===== config.mk =====
export PLATFORM = sky130hd
export DESIGN_NAME = cart_bank_ctrl
export DESIGN_NICKNAME = d
export VERILOG_FILES = /design/src/rtl/cart_pkg.sv /design/src/rtl/cart_bus_sync.sv /design/src/rtl/cart_regfile.sv /design/src/rtl/cart_addr_map.sv /design/src/rtl/cart_bank_ctrl.sv
export SDC_FILE = /design/constraint.sdc
export NUM_CORES = 1
export LEC_CHECK = 0
export BUFFER_PORTS_ARGS = -buffer_cell sky130_fd_sc_hd__buf_2
export CAP_MARGIN = 40
export CORE_MARGIN = 2
export CORE_UTILIZATION = 52
export CTS_BUF_LIST = sky130_fd_sc_hd__clkbuf_4
export CTS_CLUSTER_SIZE = 28
export DETAILED_ROUTE_END_ITERATION = 8
export GPL_TIMING_DRIVEN = 0
export MAX_ROUTING_LAYER = met4
export PLACE_DENSITY = 0.78
export SLEW_MARGIN = 40
export SYNTH_ARGS = -nofsm -noshare
export SYNTH_HDL_FRONTEND = slang
export SYNTH_HIERARCHICAL = 1
export SYNTH_SLANG_ARGS = --single-unit
export TNS_END_PERCENT = 20

===== constraint.sdc =====
create_clock -name clk -period 1.8 [get_ports clk]
set_clock_uncertainty 0.05 [all_clocks]
set_input_delay 0.27 -clock clk [delete_from_list [all_inputs] [get_ports clk]]
set_output_delay 0.27 -clock clk [all_outputs]
set_load 0.05 [all_outputs]

===== src/rtl/cart_pkg.sv =====
package cart_pkg;
    localparam int ADDR_W = 8;
    localparam int DATA_W = 8;
    localparam int BANK_W = 8;
    localparam int PAGE_W = 4;
    localparam int OUT_W  = 4;

    typedef enum logic [1:0] {
        IDX_CODE = 2'd0,
        IDX_DATA = 2'd1,
        IDX_OUT  = 2'd2,
        IDX_IN   = 2'd3
    } reg_idx_e;
endpackage


===== src/rtl/cart_bus_sync.sv =====
module cart_bus_sync #(
    parameter int AW = cart_pkg::ADDR_W,
    parameter int DW = cart_pkg::DATA_W
) (
    input  logic          clk,
    input  logic          rst_n,
    input  logic          ale,
    input  logic          wr_n,
    input  logic [DW-1:0] bus_in,
    output logic [AW-1:0] addr,
    output logic          wr_commit,
    output logic [DW-1:0] wdata
);
    typedef struct packed {
        logic          ale_prev;
        logic          wr_n_prev;
        logic [AW-1:0] addr;
        logic [DW-1:0] wdata;
    } sync_t;

    sync_t s_d, s_q;
    logic  ale_fall;

    assign ale_fall = s_q.ale_prev && !ale;

    always_comb begin
        s_d           = s_q;
        s_d.ale_prev  = ale;
        s_d.wr_n_prev = wr_n;
        if (ale_fall) s_d.addr  = bus_in[AW-1:0];
        if (!wr_n)    s_d.wdata = bus_in;
    end

    always_ff @(posedge clk or negedge rst_n) begin
        if (!rst_n) begin
            s_q.ale_prev  <= 1'b0;
            s_q.wr_n_prev <= 1'b1;
            s_q.addr      <= '0;
            s_q.wdata     <= '0;
        end else begin
            s_q <= s_d;
        end
    end

    assign addr      = s_q.addr;
    assign wdata     = s_q.wdata;
    assign wr_commit = !s_q.wr_n_prev && wr_n;

    // the address captured at ALE fall is the bus value of that clock
    a_r2_addr_latch: assert property (@(posedge clk) disable iff (!rst_n)
        ale_fall |=> (addr == $past(bus_in[AW-1:0])));

    // a commit uses data sampled while WR was still low
    a_r3_commit_data: assert property (@(posedge clk) disable iff (!rst_n)
        (!wr_n) |=> (wdata == $past(bus_in)));
endmodule


===== src/rtl/cart_regfile.sv =====
module cart_regfile #(
    parameter int AW = cart_pkg::ADDR_W,
    parameter int DW = cart_pkg::DATA_W,
    parameter int BW = cart_pkg::BANK_W,
    parameter int OW = cart_pkg::OUT_W
) (
    input  logic          clk,
    input  logic          rst_n,
    input  logic [AW-1:0] addr,
    input  logic          wr_commit,
    input  logic [DW-1:0] wdata,
    input  logic          cart_en_n,
    input  logic          ee_do,
    output logic [BW-1:0] code_bank,
    output logic [BW-1:0] data_bank,
    output logic [OW-1:0] out_bits,
    output logic [DW-1:0] rdata,
    output logic          in_window
);
    import cart_pkg::*;

    typedef struct packed {
        logic [BW-1:0] code;
        logic [BW-1:0] data;
        logic [OW-1:0] outr;
    } regs_t;

    regs_t    r_d, r_q;
    reg_idx_e idx;
    logic     we;

    assign in_window = addr[AW-1];
    assign idx       = reg_idx_e'(addr[1:0]);
    assign we        = wr_commit && !cart_en_n && in_window;

    always_comb begin
        r_d = r_q;
        if (we) begin
            case (idx)
                IDX_CODE: r_d.code = wdata[BW-1:0];
                IDX_DATA: r_d.data = wdata[BW-1:0];
                IDX_OUT:  r_d.outr = wdata[OW-1:0];
                default:  r_d      = r_q;
            endcase
        end
    end

    always_ff @(posedge clk or negedge rst_n) begin
        if (!rst_n) begin
            r_q <= '0;
        end else begin
            r_q <= r_d;
        end
    end

    always_comb begin
        case (idx)
            IDX_CODE: rdata = DW'(r_q.code);
            IDX_DATA: rdata = DW'(r_q.data);
            IDX_OUT:  rdata = {{(DW-OW){1'b0}}, r_q.outr};
            default:  rdata = {{(DW-1){1'b0}}, ee_do};
        endcase
    end

    assign code_bank = r_q.code;
    assign data_bank = r_q.data;
    assign out_bits  = r_q.outr;

    // with the cartridge disabled no register moves
    a_r8_disabled_write_ignored: assert property (@(posedge clk) disable iff (!rst_n)
        cart_en_n |=> $stable({code_bank, data_bank, out_bits}));

    // the code bank holds the committed byte
    a_r3_code_readback: assert property (@(posedge clk) disable iff (!rst_n)
        (we && idx == IDX_CODE) |=> (code_bank == $past(wdata[BW-1:0])));

    // a write outside the window leaves the registers alone
    a_r2_outside_window: assert property (@(posedge clk) disable iff (!rst_n)
        (!in_window) |=> $stable({code_bank, data_bank, out_bits}));
endmodule


===== src/rtl/cart_addr_map.sv =====
module cart_addr_map #(
    parameter int BW = cart_pkg::BANK_W,
    parameter int PW = cart_pkg::PAGE_W
) (
    input  logic [BW-1:0]    code_bank,
    input  logic [BW-1:0]    data_bank,
    input  logic [PW-1:0]    p2_low,
    input  logic             code_top,
    input  logic             data_sel_n,
    input  logic             cart_en_n,
    input  logic             psen_n,
    input  logic             rd_n,
    output logic [BW+PW-1:0] rom_addr_hi,
    output logic             rom_oe_n,
    output logic             data_rd
);
    logic [BW-1:0] bank;

    always_comb begin
        data_rd = !rd_n && !data_sel_n && !cart_en_n;
        if (data_rd)       bank = data_bank;
        else if (code_top) bank = '1;
        else               bank = code_bank;
        rom_addr_hi = {bank, p2_low};
        rom_oe_n    = !(!psen_n || data_rd);
    end
endmodule


===== src/rtl/cart_bank_ctrl.sv =====
module cart_bank_ctrl #(
    parameter int AW = cart_pkg::ADDR_W,
    parameter int DW = cart_pkg::DATA_W,
    parameter int BW = cart_pkg::BANK_W,
    parameter int PW = cart_pkg::PAGE_W,
    parameter int OW = cart_pkg::OUT_W
) (
    input  logic             clk,
    input  logic             rst_n,
    input  logic [DW-1:0]    bus_in,
    output logic [DW-1:0]    bus_out,
    output logic             bus_oe,
    input  logic             ale,
    input  logic             psen_n,
    input  logic             rd_n,
    input  logic             wr_n,
    input  logic             p1_code_top,
    input  logic             p1_data_sel_n,
    input  logic             p1_cart_en_n,
    input  logic [PW-1:0]    p2_low,
    input  logic             ee_do,
    output logic [BW+PW-1:0] rom_addr_hi,
    output logic             rom_oe_n,
    output logic             tx,
    output logic             ee_cs,
    output logic             ee_clk,
    output logic             ee_di
);
    logic [AW-1:0] addr;
    logic          wr_commit;
    logic [DW-1:0] wdata;
    logic [BW-1:0] code_bank, data_bank;
    logic [OW-1:0] out_bits;
    logic [DW-1:0] rdata;
    logic          in_window;
    logic          data_rd;

    cart_bus_sync #(.AW(AW), .DW(DW)) u_sync (
        .clk(clk), .rst_n(rst_n), .ale(ale), .wr_n(wr_n), .bus_in(bus_in),
        .addr(addr), .wr_commit(wr_commit), .wdata(wdata)
    );

    cart_regfile #(.AW(AW), .DW(DW), .BW(BW), .OW(OW)) u_regs (
        .clk(clk), .rst_n(rst_n), .addr(addr), .wr_commit(wr_commit),
        .wdata(wdata), .cart_en_n(p1_cart_en_n), .ee_do(ee_do),
        .code_bank(code_bank), .data_bank(data_bank), .out_bits(out_bits),
        .rdata(rdata), .in_window(in_window)
    );

    cart_addr_map #(.BW(BW), .PW(PW)) u_map (
        .code_bank(code_bank), .data_bank(data_bank), .p2_low(p2_low),
        .code_top(p1_code_top), .data_sel_n(p1_data_sel_n),
        .cart_en_n(p1_cart_en_n), .psen_n(psen_n), .rd_n(rd_n),
        .rom_addr_hi(rom_addr_hi), .rom_oe_n(rom_oe_n), .data_rd(data_rd)
    );

    assign bus_oe  = !rd_n && p1_data_sel_n && !p1_cart_en_n && in_window;
    assign bus_out = rdata;
    assign tx      = !out_bits[0];
    assign ee_cs   = out_bits[1];
    assign ee_clk  = out_bits[2];
    assign ee_di   = out_bits[3];

    // register readback and ROM never drive together
    a_r9_no_contention: assert property (@(posedge clk) disable iff (!rst_n)
        (bus_oe && psen_n) |-> rom_oe_n);

    // top-bank forcing outside a data read
    a_r4_top_bank: assert property (@(posedge clk) disable iff (!rst_n)
        (p1_code_top && !data_rd) |-> (rom_addr_hi[BW+PW-1:PW] == '1));

    // a disabled cartridge never enables the ROM from RD
    a_r8_no_rom_when_disabled: assert property (@(posedge clk) disable iff (!rst_n)
        (p1_cart_en_n && psen_n) |-> (rom_oe_n && !bus_oe));
endmodule


==> results.cfg <==
[status]
status = finished with violations
violations = negative setup slack

[route]
wire_per_inst_um = 15.7
remaining_drc_errors = 0
drtIter0Drc = 37
antenna_left = 0
viasPerCell = 5.12
drt-total-wl_um = 3920
via_count = 1275
dr.pass1.iters = 5

[clocking]
cts-root-buf = clkbuf_4
cts_buffer_depth = 2
tritoncts = yes
clk_latency_ps = 330
numCtsBuffers = 5
clk_pin_slew_worst_paths_ps = 110
htreeDepth = 2
cts_sinks = 33

[timing]
fmax_mhz = 506
hold_viol = 0
finalSetupTns_ps = -612
setup_viol = 7
post-route-period-util = 1.10
fin_ws_ps = -176
rsz0062_at_grt = true
worst_pin_slew_ps = 747
relSlewSlack = 0.502
period_needed_ps = 1980
drv_slew = 0

[layout]
fin_util = 0.719
final_layout_size_suffix_gt1_frac = 0.645
area_growth_pct = 35.0
nNetsFinal = 224
n_antenna_cell = 0

[worst_setup_path]
path_max_fanout = 5
path_class = reg2out
r2r_setup_slack_ps = 20
cp.arrival_ps = 1660
r2r_cells = 5
worstSetupEndpointType = output pin
cp.required_ps = 1480
r2r-end = u_regs/code_bank[5]$_DFFE_PN0P_
start_kind = register
r2r_start = u_sync/addr[0]$_DFFE_PN0P_

[logic_synthesis]
synth.avg_cell_area_um2 = 12.3
synth-warning-count = 6
postSynthCellCount = 142
syn_area_mm2 = 0.00175
synth_nets = 164

[power_and_ir_drop]
ir_drop_mv = 0.772
p_leak_nw = 1.14
power_density_mw_per_mm2 = 1320

[floorplan]
die_area_mm2 = 0.00385
row_count = 21
ios = 48
die_h_um = 62.0
die-width_um = 62.0
core-area_mm2 = 0.00328
initial_core_util = 0.533

[hold_path]
hp-start = bus_in[3]
hold_class = in2reg
hold_path_end = u_sync/wdata[3]$_DFFE_PN0N_
min_path_cells = 2

[global_route]
antenna_found_initial = 0
grt_usage = 0.216
grt_pass1_wl_um = 5530
grt_max_degree = 34
grt_overflow_total = 0
grt_pass1_vias = 1232

[placement]
gp_congestion = 0.823
dpl.hpwl_um = 2590
io_buffers = 42

[run]
drv_cap = 0
==> cell type report <==
class,count,area (um^2)
Fill cell,236,922
Buffer,24,216
Timing Repair Buffer,54,395
Inverter,1,3.75
Tap cell,46,57.6
Multi-Input combinational cell,83,758
Sequential cell,33,828
Clock buffer,5,37.5
Clock inverter,3,65.1
==> metrics by stage <==
stage | area [um^2] | power, mW | hold slack, ps | std cells | worst slack (ps)
3_3_place_gp | 2020 | 2.18 | 301 | 230 | -294
5_1_grt | 2360 | 3.28 | 109 | 249 | -223
3_5_place_dp | 2020 | 2.23 | 315 | 230 | -349
6_report | 2360 | 3.12 | 106 | 249 | -176
4_1_cts | 2270 | 3.04 | 95.6 | 246 | -167
2_1_floorplan | 1750 | 1.97 | -75.6 | 142 | -188
==> power breakdown <==
group	leakage (nW)	internal, mW	switching, mW	total (mW)
clock network	0.0552	0.430	0.252	0.682
registers	0.407	0.931	0.140	1.07
logic	0.682	0.577	0.792	1.37
==> sequential cells by signal, indices dropped and copies added (netlist names) <==
signal,cells
u_regs/data_bank,8
u_regs/out_bits,4
u_sync/wdata,8
u_regs/code_bank,8
u_sync/addr,3
u_sync/s_q,2
==> routing by layer <==
metal  GRT usage  part of all wire
met1       0.232              0.41
met2       0.371              0.53
met3      0.0435             0.037
met4       0.116             0.027
met5           -                 0
==> layout by cell type, fill, tap and decap left out, drive strengths merged <==
master / count
dlygate4sd3: 3
nand3b: 1
inv: 1
dfrtp: 32
and2: 1
or3b: 1
nor2: 12
buf: 71
bufinv: 2
nor4: 8
nor3b: 1
nor2b: 2
clkinv: 1
clkbuf: 9
nand2: 3
nor3: 1
and4bb: 1
and2b: 1
mux2i: 7
dfstp: 1
mux4: 1
or3: 1
a21oi: 8
o21ai: 3
mux2: 31
==> worst max path at each step <==
| stage | from | end | slack, ps | cells after the start |
|---|---|---|---|---|
| 2_1_floorplan | rd_n | rom_addr_hi[10] | -190 | 4 |
| 3_3_place_gp | wr_n | u_regs/out_bits[1]$_DFFE_PN0P_ | -290 | 6 |
| 3_5_place_dp | wr_n | u_regs/out_bits[3]$_DFFE_PN0P_ | -350 | 6 |
| 4_1_cts | u_sync/addr[0]$_DFFE_PN0P_ | bus_out[0] | -170 | 4 |
| 5_1_grt | u_sync/addr[0]$_DFFE_PN0P_ | bus_out[0] | -220 | 4 |
| 6_report | u_sync/addr[0]$_DFFE_PN0P_ | bus_out[0] | -180 | 4 |
==> critical path, stage by stage, from the launching register on <==
cell and delay (ps):
dfrtp_1 390, buf_6 120, clkbuf_16 130, mux4_2 510, buf_8 170
==> what timing repair did <==
action | in CTS | in global routing
pin swaps | 0 | 5
setup buffers | 5 | 4
endpoints found under the setup margin | 22 | 14
endpoints found under the hold margin | 34 | 0
cloned | 0 | 0
gates resized for setup | 19 | 24
hold buffers | 3 | 0
Power figures use the tool's default switching activity.
